File: src/rtl/udma_rx_pkg.sv
package udma_rx_pkg;

    typedef enum logic [2:0] {
        PH_IDLE  = 3'd0,
        PH_ARMED = 3'd1,
        PH_XFER  = 3'd2,
        PH_HOLD  = 3'd3,
        PH_TERM  = 3'd4
    } phase_t;

    function automatic logic phase_active(input phase_t p);
        return (p == PH_ARMED) || (p == PH_XFER) || (p == PH_HOLD);
    endfunction

endpackage

File: src/rtl/udma_sync.sv
module udma_sync #(
    parameter int W      = 1,
    parameter int STAGES = 2
) (
    input  logic         clk,
    input  logic         rst_n,
    input  logic [W-1:0] d,
    output logic [W-1:0] q
);
    logic [W-1:0] chain [STAGES];

    genvar i;
    generate
        for (i = 0; i < STAGES; i++) begin : g_stage
            if (i == 0) begin : g_first
                always_ff @(posedge clk or negedge rst_n) begin
                    if (!rst_n) chain[i] <= '0;
                    else        chain[i] <= d;
                end
            end else begin : g_next
                always_ff @(posedge clk or negedge rst_n) begin
                    if (!rst_n) chain[i] <= '0;
                    else        chain[i] <= chain[i-1];
                end
            end
        end
    endgenerate

    assign q = chain[STAGES-1];
endmodule

File: src/rtl/udma_edge_cap.sv
module udma_edge_cap #(
    parameter int DW = 16
) (
    input  logic          clk,
    input  logic          rst_n,
    input  logic          strb_s,
    input  logic [DW-1:0] data_s,
    output logic          strb_edge,
    output logic [DW-1:0] edge_data
);
    logic strb_prev;

    always_ff @(posedge clk or negedge rst_n) begin
        if (!rst_n) strb_prev <= 1'b0;
        else        strb_prev <= strb_s;
    end

    assign strb_edge = strb_s ^ strb_prev;
    assign edge_data = data_s;
endmodule

File: src/rtl/udma_rx_fsm.sv
module udma_rx_fsm
    import udma_rx_pkg::*;
#(
    parameter int DW        = 16,
    parameter int CNT_W     = 16,
    parameter int ROOM_W    = 8,
    parameter int READY_MIN = 2,
    parameter int PAUSE_CYC = 8
) (
    input  logic              clk,
    input  logic              rst_n,
    input  logic              burst_req,
    input  logic              wr_neg_s,
    input  logic              stop_s,
    input  logic              strb_edge,
    input  logic [DW-1:0]     edge_data,
    input  logic [ROOM_W-1:0] buf_room,
    output phase_t            st,
    output logic              word_valid,
    output logic [DW-1:0]     word_data,
    output logic [CNT_W-1:0]  word_cnt,
    output logic              dev_ready,
    output logic              done
);
    localparam int QW = $clog2(PAUSE_CYC + 1);
    localparam logic [QW-1:0]     QUIET_LAST = QW'(PAUSE_CYC - 1);
    localparam logic [ROOM_W-1:0] ROOM_MIN   = ROOM_W'(READY_MIN);

    phase_t        nxt;
    logic          take;
    logic [QW-1:0] quiet_cnt;

    always_comb begin
        nxt  = st;
        take = 1'b0;
        unique case (st)
            PH_IDLE: begin
                if (burst_req && wr_neg_s) nxt = PH_ARMED;
            end
            PH_ARMED: begin
                if (!burst_req)   nxt = PH_IDLE;
                else if (!stop_s) nxt = PH_XFER;
            end
            PH_XFER: begin
                if (stop_s)                       nxt = PH_TERM;
                else if (strb_edge)               take = 1'b1;
                else if (quiet_cnt == QUIET_LAST) nxt = PH_HOLD;
            end
            PH_HOLD: begin
                if (stop_s) nxt = PH_TERM;
                else if (strb_edge) begin
                    take = 1'b1;
                    nxt  = PH_XFER;
                end
            end
            PH_TERM: nxt = PH_IDLE;
            default: nxt = PH_IDLE;
        endcase
    end

    // state register and pause timer
    always_ff @(posedge clk or negedge rst_n) begin
        if (!rst_n) begin
            st        <= PH_IDLE;
            quiet_cnt <= '0;
        end else begin
            st <= nxt;
            if (nxt != PH_XFER || take || st != PH_XFER) quiet_cnt <= '0;
            else                                         quiet_cnt <= quiet_cnt + 1'b1;
        end
    end

    // registered outputs
    always_ff @(posedge clk or negedge rst_n) begin
        if (!rst_n) begin
            word_valid <= 1'b0;
            word_data  <= '0;
            word_cnt   <= '0;
            dev_ready  <= 1'b0;
            done       <= 1'b0;
        end else begin
            word_valid <= take;
            if (take) word_data <= edge_data;
            if (st == PH_IDLE && nxt == PH_ARMED) word_cnt <= '0;
            else if (take)                        word_cnt <= word_cnt + 1'b1;
            dev_ready <= phase_active(nxt) && (buf_room >= ROOM_MIN);
            done      <= (nxt == PH_TERM);
        end
    end
endmodule

File: src/rtl/udma_out_rx.sv
module udma_out_rx
    import udma_rx_pkg::*;
#(
    parameter int DW        = 16,
    parameter int CNT_W     = 16,
    parameter int ROOM_W    = 8,
    parameter int READY_MIN = 2,
    parameter int PAUSE_CYC = 8,
    parameter int SYNC_STG  = 2
) (
    input  logic              clk,
    input  logic              rst_n,
    input  logic              burst_req,
    input  logic              host_wr_n,
    input  logic              host_stop,
    input  logic              hstrobe,
    input  logic [DW-1:0]     hdata,
    input  logic [ROOM_W-1:0] buf_room,
    output logic              word_valid,
    output logic [DW-1:0]     word_data,
    output logic [CNT_W-1:0]  word_cnt,
    output logic              dev_ready,
    output logic              done,
    output logic [2:0]        phase
);
    localparam int LW = DW + 3;

    logic [LW-1:0] raw_bus, sync_bus;
    logic          strb_edge;
    logic [DW-1:0] edge_data;
    phase_t        st;

    assign raw_bus = {hdata, hstrobe, host_stop, host_wr_n};

    udma_sync #(.W(LW), .STAGES(SYNC_STG)) u_sync (
        .clk   (clk),
        .rst_n (rst_n),
        .d     (raw_bus),
        .q     (sync_bus)
    );

    udma_edge_cap #(.DW(DW)) u_edge (
        .clk       (clk),
        .rst_n     (rst_n),
        .strb_s    (sync_bus[2]),
        .data_s    (sync_bus[LW-1:3]),
        .strb_edge (strb_edge),
        .edge_data (edge_data)
    );

    udma_rx_fsm #(
        .DW        (DW),
        .CNT_W     (CNT_W),
        .ROOM_W    (ROOM_W),
        .READY_MIN (READY_MIN),
        .PAUSE_CYC (PAUSE_CYC)
    ) u_fsm (
        .clk        (clk),
        .rst_n      (rst_n),
        .burst_req  (burst_req),
        .wr_neg_s   (sync_bus[0]),
        .stop_s     (sync_bus[1]),
        .strb_edge  (strb_edge),
        .edge_data  (edge_data),
        .buf_room   (buf_room),
        .st         (st),
        .word_valid (word_valid),
        .word_data  (word_data),
        .word_cnt   (word_cnt),
        .dev_ready  (dev_ready),
        .done       (done)
    );

    assign phase = st;
endmodule

File: config.mk
export PLATFORM = sky130hd
export DESIGN_NAME = udma_out_rx
export DESIGN_NICKNAME = d
export VERILOG_FILES = /design/src/rtl/udma_rx_pkg.sv /design/src/rtl/udma_sync.sv /design/src/rtl/udma_edge_cap.sv /design/src/rtl/udma_rx_fsm.sv /design/src/rtl/udma_out_rx.sv
export SDC_FILE = /design/constraint.sdc
export NUM_CORES = 1
export LEC_CHECK = 0
export ABC_AREA = 1
export CORE_MARGIN = 3
export CORE_UTILIZATION = 36
export CTS_CLUSTER_SIZE = 25
export DETAILED_ROUTE_END_ITERATION = 8
export PLACE_DENSITY = 0.65
export SETUP_SLACK_MARGIN = 0.1
export SLEW_MARGIN = 5
export SYNTH_ARGS = -nofsm -noshare
export SYNTH_HDL_FRONTEND = slang
export SYNTH_SLANG_ARGS = --single-unit
File: constraint.sdc
create_clock -name clk -period 1.5 [get_ports clk]
set_input_delay 0.225 -clock clk [delete_from_list [all_inputs] [get_ports clk]]
set_output_delay 0.225 -clock clk [all_outputs]
set_load 0.02 [all_outputs]
# --- After elaboration in Yosys (flattened, before gate mapping) ---
# Index checks and enable logic that the tools add are counted.
word_totals:
  reg_bits: 81
  output_inout_bits: 38
  word_cells: 49
classes:
  addsub: 2
  n_lt_le_gt_ge: 1
  n_eq_ne: 10
  n_mux: 15
  bitwise: 1
  reduce_logical: 10
ops:
  columns: ["operator", "n"]
  rows:
  - ["$mux 16", 2]
  - ["$mux 3", 8]
  - ["$add 16x1->16 const B", 1]
  - ["$eq 3x2->1 const B", 4]
  - ["$pmux 3 s4", 1]
  - ["$ge 8x2->1 const B", 1]
  - ["$eq 3x1->1 const B", 2]
  - ["$ne 3x2->1 const B", 2]
  - ["$add 4x1->4 const B", 1]
  - ["$eq 4x3->1 const B", 1]
  - ["$logic_or 1x1->1", 4]
  - ["$mux 4", 1]
  - ["$eq 3x3->1 const B", 1]
  - ["$logic_and 1x1->1", 3]
  - ["$logic_not 3->1", 1]
  - ["$mux 1", 3]
  - ["$reduce_bool 2->1", 1]
  - ["$reduce_or 2->1", 1]
  - ["$xor 1x1->1", 1]

# --- Longest topological paths before layout ---
# Gate-level depths: netlist of run 1.
logic_depth:
  ltp_word: 9
  ltp_mapped: 9
  mapped_depth_nobuf: 9

# --- Modules after synthesis ---
# Synthesis of run 1 repeated with hierarchy kept, for this count alone.
unflattened:
  hier_cells: 338
  area_unflattened_um2: 3318.2
by_module_without_submodules:
  columns: ["mod", "instances", "cells_per_inst", "area_per_inst_um2"]
  rows:
  - ["udma_rx_fsm", 1, 259, 2060.7]
  - ["udma_sync", 1, 57, 1093.5]
  - ["udma_edge_cap", 1, 22, 163.9]

# --- Least setup slack after synthesis of run 1 ---
# Ideal clock, no wire load.
synth_timing:
  path_type: "reg-to-reg"
  startpoint: "register u_fsm.word_cnt[1]"
  endpoint: "register u_fsm.word_cnt[8]"
  arrival_ps: 1350
  path_slack_ps: 85
  stages_incl_launch_ff: 9
  path_buffers: 0
  period_less_slack_ps: 1415
  path_cell_list: "dfrtp_1 ha_1 inv_1 nor2_1 nand2_1 xor2_1 nor2_1 nand2_1 nand2_1"
synth_via:
  elab_chain_len: 3
synth_rtl:
  columns: ["item", "line_no", "text"]
  rows:
  - ["start, declared", "udma_rx_fsm.sv:21", "output logic [CNT_W-1:0] word_cnt,"]
  - ["start signal, assigned", "udma_rx_fsm.sv:85", "else if (take) word_cnt <= word_cnt + 1'b1;"]
  - ["$add 16x1->16", "udma_rx_fsm.sv:85", null]
  - ["$mux 16", "udma_rx_fsm.sv:85", null]
  - ["$mux 16", "udma_rx_fsm.sv:84", "if (st == PH_IDLE && nxt == PH_ARMED) word_cnt <= '0;"]
# Every way passes these cells. The select of a mux whose other input is x is not followed.
# A chain may end at the register's enable or synchronous reset.

# --- Worst setup path after layout of run 1 ---
layout_timing:
  startpoint: "register u_fsm.st[1]"
  endpoint: "output phase[1]"
layout_lines:
  columns: ["item", "line_no", "text"]
  rows:
  - ["start, declared", "udma_rx_fsm.sv:18", "output phase_t st,"]
  - ["start signal, assigned", "udma_rx_fsm.sv:67", "st <= nxt;"]
  - ["end, declared", "udma_out_rx.sv:24", "output logic [2:0] phase"]
# No word-level cell between the ends.

==> summary.txt, run 1 <==
Run status
  • Status: completed

Global routing
  • Largest net degree at the start of global routing: just over 80
  • Initial antenna violation count: 0
  • GRT Overall Usage: 13.5%
  • First-pass GRT wire length: 10.5 mm
  • Total grt overflow: 0
  • Vias in the first global route: 2267

Setup path
  • CP Cell Sequence: clkdlybuf4s15_2
  • CP endpoint kind: output pin
  • Critical path's slowest cell: dfrtp_1
  • CP Buf/Inv Count: 1
  • Top delay family on crit path: flip-flops
  • Worst path arrival time: between 1 and 1.5 ns
  • Largest stage delay, worst path: 0.49 ns
  • CP max FO: 5
  • Critical path class: reg -> out
  • Critical Path RT: 1.27 ns
  • CP startpoint kind: flip-flop

Timing
  • Fin. Hold Viols: 0
  • Final worst setup slack: 0.147 ns
  • Tmin final: 1.35 ns
  • Hold_ws: 0.317 ns
  • Slew Limit Fails: 0
  • Final worst-path cycle share: 90.2%
  • Worst Skew: 0.00905 ns
  • Setup_tns: 0 ns
  • Rel. slew slack: just over 70%
  • Setup violators final: 0
  • RSZ-0062 raised after global routing: true
  • Least-Margin Pin Slew: 0.430 ns
  • FMAX: 0.739 GHz

Clock tree
  • H-tree Lvls: 3
  • Clock root buffer: clkbuf_8
  • Clock sinks: 81
  • Clock tree buffer depth: 2
  • Clock Latency Late Sink: 0.34 ns
  • Inserted Clock Buffers: 9
  • TritonCTS clock tree: done
  • Clock transition at the registers of the reported paths: 0.08 ns

Drt
  • 1st-pass router iterations: 4
  • Total Wirelength: roughly 6.2 mm
  • Drt drc: 0
  • DR vias: between 2000 and 2500
  • Avg WL per Cell: 12.4 µm
  • Via-per-instance ratio: ~4.6
  • Detail Route Antenna Nets: 0
  • Drt initial violations: 68

Place
  • Placement Setup Slack: 0.0787 ns
  • Port bufs: 66
  • Post-DP HPWL: 4.31 mm
  • RD Place Congestion: approximately 0.87

Layout
  • Fillers: 763
  • Syn-to-layout area delta: 36.3%
  • Area occupied by multi-input gates: 976 µm²
  • Final nets: 422
  • Most common cell after layout, fill and taps aside: nand2_1
  • Share of layout cells above drive strength 1: 17.5%
  • Final core utilization: 51.0%
  • Ant. Diodes: 0
  • Commonest non-fill, non-tap cells in the layout: nand2_1 (109), dfrtp_1 (75), clkdlybuf4s50_1 (27)
  • FF/Latch Area: 2030 µm²

Synthesis
  • Netlist Area Pre-Place: ~3100 µm²
  • Synthesized area per cell: 10.1 µm²
  • Unique masters post-synth: 25
  • Flops & latches, synth: 81
  • Syn nets: 338
  • Leading area contributor after synthesis: dfrtp_1
  • Register area share after synthesis: 65.6%
  • Cells after synthesis: about 300
  • Synth top area cells: dfrtp_1 (66%), nand2_1 (14%), nor2_1 (3.6%), nand4_1 (3.2%), inv_1 (2.8%)
  • Yosys top cell area share: between 60% and 70%
  • Synth warn: 0

Floorplan
  • IO Count: 68
  • Die width: between 90 and 100 µm
  • Initial Util: a little under two fifths
  • Die Y: 98.7 µm
  • Num rows: 33
  • Core area: 8260 µm²
  • Die area: between 9000 and 10000 µm²

Flow run
  • Max-cap violations: 0

Hold path
  • Min-delay worst type: in -> reg

Power
  • Peak supply drop: between 0.6 and 0.7 mV
  • P_leak: 2.08 nW
  • Pwr Density: 1270 nW/µm²
==> cells by family after synthesis <==
kind of cell	synth area share, %
DFF	65.6
AOI/OAI and AO/OA	2.10
adders and majority gates	0.809
xor gates and xnor gates	1.94
and+or+nand+nor	24.8
buffers and inverters	4.73
==> final cells by class <==
cell class                      instances  area share [%]
Clock buffer                           10            3.27
Clock inverter                          6            2.11
Inverter                               27            2.52
Multi-Input combinational cell        193            23.2
Sequential cell                        81            48.3
Tap cell                              105            3.12
Timing Repair Buffer                   78            17.5
==> synthesized netlist by cell type (all sizes together) <==
cell / count
o21ai: 5
nand2: 112
o21bai: 4
nor4: 1
nand4: 16
dfrtp: 81
buf: 5
inv: 27
nor2: 33
nor3: 3
a31oi: 1
xnor2: 2
xor2: 4
nand3: 10
ha: 2
==> path summary, 6_finish.rpt <==
path / from / endpoint / slack (ns) / cells past startpoint
max reg2reg: u_sync.q[2]$_DFF_PN0_ / u_fsm.word_cnt[8]$_DFFE_PN0P_ / 0.15 / 7
max in group asynchronous: rst_n / u_fsm.st[0]$_DFF_PN0_ / 0.70 / 3
max: u_fsm.st[1]$_DFF_PN0_ / phase[1] / 0.15 / 1
min in group asynchronous: rst_n / u_fsm.word_valid$_DFF_PN0_ / 0.42 / 3
min: hdata[12] / u_sync.chain[34]$_DFF_PN0_ / 0.32 / 1
min reg2reg: u_sync.chain[33]$_DFF_PN0_ / u_sync.q[14]$_DFF_PN0_ / 0.35 / 0
==> report_power, final <==
part / switching (W) / internal (W)
combinational: 0.000593 / 0.000409
clock: 0.000789 / 0.000986
sequential: 0.000140 / 0.00245
==> routing by layer <==
metal  global-route usage, %  share of wire [%]
met5                       0                  0
met1                    16.8                 43
met2                    22.1                 50
met4                    4.83                1.0
met3                    4.32                6.1
==> stage by stage <==
step | cell area (µm²) | cells | total power (W)
final | 4210 | 500 | 0.00537
after global routing | 4210 | 500 | 0.00564
after CTS | 4090 | 494 | 0.00540
after detailed placement | 3890 | 477 | 0.00379
after global placement | 3890 | 477 | 0.00376
after floorplan | 3090 | 306 | 0.00313
==> registers in the layout, indices dropped and copies added (netlist names) <==
register	flops
u_fsm.word_data	16
u_fsm.done	1
u_edge.strb_prev	1
u_sync.chain	19
u_sync.q	19
u_fsm.word_cnt	16
u_fsm.quiet_cnt	4
u_fsm.word_valid	1
u_fsm.st	3
u_fsm.dev_ready	1
==> worst reg2reg max path: cells and delay by family, from the launching register on <==
| kind | cells | cell delay (ns) |
|---|---|---|
| xor+xnor | 1 | 0.31 |
| simple gates | 4 | 0.31 |
| buf+inv | 2 | 0.22 |
| flops | 1 | 0.41 |
==> repair_timing <==
action                     in CTS  in global routing
setup endpoints to repair      47                 48
cloned                          0                  0
hold buffers                    1                  0
gates resized for setup        44                 40
pin swaps                       1                  9
hold endpoints to repair       81                  0
buffers inserted                0                  6
Note: power is estimated with default switching activity, not from simulation.
==> run 2: changes to the inputs <==
--- a/config.mk
+++ b/config.mk
@@ -6,7 +6,6 @@
 export NUM_CORES = 1
 export LEC_CHECK = 0
 export ABC_AREA = 1
-export CORE_MARGIN = 3
 export CORE_UTILIZATION = 36
 export CTS_CLUSTER_SIZE = 25
 export DETAILED_ROUTE_END_ITERATION = 8
==> run 2 against run 1 <==
Net effect:
- design area is 1.4% lower
- clock skew down 0.0042 ns
- count of clock-buffer cells in the layout is the same
- wire length down 1.1%
- final cell count decreased by 0.20%
- setup slack got worse by 0.014 ns
==> summary.txt, run 2 (synthesis gave the netlist of run 1 again) <==
Run status
  • Status: completed

Place
  • Dpl cell area: approximately 3900 µm²
  • Post-DP HPWL: 4.14 mm
  • RD Place Congestion: 0.888
  • Port bufs: 66

Global routing
  • Total grt overflow: 0
  • GRT Overall Usage: 15.3%
  • Initial antenna violation count: 0
  • Vias in the first global route: 2173
  • First-pass GRT wire length: 10.2 mm
  • Largest net degree at the start of global routing: 82

Drt
  • Detail Route Antenna Nets: 0
  • Avg WL per Cell: 12.3 µm
  • Drt drc: 0
  • Drt initial violations: between 80 and 90
  • Via-per-instance ratio: 4.64
  • Total Wirelength: 6.12 mm
  • DR vias: 2315
  • 1st-pass router iterations: 4

Setup path
  • FF-to-FF path depth: 7
  • CP max FO: 5
  • Top delay family on crit path: flip-flops
  • Worst path arrival time: 1.14 ns
  • Crit. path cell count: 1
  • CP endpoint kind: output pin
  • Critical path's slowest cell: dfrtp_1
  • Critical path class: reg -> out
  • Critical Path RT: 1.27 ns
  • CP Cell Sequence: clkdlybuf4s15_1
  • Largest stage delay, worst path: around 0.46 ns
  • CP startpoint kind: flip-flop
  • CP Buf/Inv Count: 1

Layout
  • Area occupied by multi-input gates: 967 µm²
  • Final instance area: a little over 4000 µm²
  • Commonest non-fill, non-tap cells in the layout: nand2_1 (111), dfrtp_1 (76), nor2_1 (27), clkdlybuf4s50_1 (27), dlygate4sd2_1 (27)
  • Fillers: just under 800
  • Syn-to-layout area delta: 34.4%
  • Most common cell after layout, fill and taps aside: nand2_1
  • Ant. Diodes: 0
  • Share of layout cells above drive strength 1: 13.7%
  • FF/Latch Area: 2030 µm²
  • Final nets: 421

Timing
  • Least-Margin Pin Slew: 0.407 ns
  • Fin. Hold Viols: 0
  • Slew Limit Fails: 0
  • Setup violators final: 0
  • FMAX: 0.731 GHz
  • Final worst-path cycle share: 91.1%
  • Worst Skew: 0.00486 ns
  • Setup_tns: 0 ns
  • RSZ-0062 raised after global routing: true
  • Tmin final: 1.37 ns
  • Rel. slew slack: 72.9%

Clock tree
  • TritonCTS clock tree: done
  • Clock root buffer: clkbuf_8
  • Clock tree buffer depth: 2
  • Clock transition at the registers of the reported paths: 0.08 ns
  • Clock sinks: between 80 and 90
  • Inserted Clock Buffers: 9
  • H-tree Lvls: 3
  • Clock Latency Late Sink: 0.35 ns

Floorplan
  • IO Count: a little under 70
  • Num rows: 33
  • Die width: 94.7 µm
  • Initial Util: between 30% and 40%
  • Die area: around 9000 µm²
  • Core area: 8260 µm²
  • Die Y: 94.7 µm

Power
  • Power, Total: between 0.005 and 0.006 W
  • Pwr Density: 1250 nW/µm²
  • P_leak: approximately 2.1 nW
  • Peak supply drop: 0.742 mV

Hold path
  • Min-delay worst type: in -> reg
  • Hold depth: 1

Flow run
  • Max-cap violations: 0
==> run 2: repair_timing <==
| item | 4_1_cts | 5_1_grt |
|---|---|---|
| pin swaps | 1 | 3 |
| hold buffers | 1 | 0 |
| endpoints found under the setup margin | 44 | 31 |
| gates resized for setup | 44 | 27 |
| setup buffers | 1 | 3 |
| gates cloned | 0 | 0 |
| endpoints found under the hold margin | 81 | 0 |
==> run 2: worst paths after layout <==
| kind | from | end | slack, ns |
|---|---|---|---|
| hold reg to reg | u_sync.chain[20]$_DFF_PN0_ | u_sync.q[1]$_DFF_PN0_ | 0.35 |
| setup / recovery | u_fsm.word_cnt[6]$_DFFE_PN0P_ | word_cnt[6] | 0.13 |
| min in group asynchronous | rst_n | u_fsm.word_data[14]$_DFFE_PN0P_ | 0.45 |
| setup reg to reg | u_fsm.st[2]$_DFF_PN0_ | u_fsm.word_cnt[9]$_DFFE_PN0P_ | 0.16 |
| max in group asynchronous | rst_n | u_fsm.st[1]$_DFF_PN0_ | 0.73 |
| hold / removal | hstrobe | u_sync.chain[21]$_DFF_PN0_ | 0.31 |
==> run 2: through the flow <==
stage | hold slack (ns) | util [%] | setup slack, ns | cells
floorplan | -0.0706 | - | 0.158 | 306
global placement | 0.284 | 47.2 | 0.103 | 478
detailed placement | 0.286 | 47.2 | 0.0814 | 478
CTS | 0.291 | 49.4 | 0.0678 | 496
global route | 0.291 | 50.3 | 0.0745 | 499
finish | 0.306 | 50.3 | 0.133 | 499
==> run 2: area by class of cell <==
cell class                 instances  share of cell area (%)
inverter                          27                    2.56
timing repair buffer              77                    17.2
multi-input combinational        193                    23.3
clock inverter                     6                    1.60
clock buffer                      10                    3.31
sequential                        81                    48.9
tap                              105                    3.16
==> run 2: routing by layer <==
layer / part of all wire, % / GRT usage, % / vias to the layer above
met2: 48 / 24.3 / 78
met3: 6.1 / 4.19 / 12
met4: 2.2 / 6.82 / 0
met1: 44 / 19.6 / 1100
met5: 0 / 0 / -
li1: - / - / 1125
==> run 2: report_power, final <==
group / switching (W) / total (W) / internal, W
Combinational: 0.000581 / 0.000973 / 0.000392
Sequential: 0.000141 / 0.00259 / 0.00245
Clock: 0.000805 / 0.00162 / 0.000817
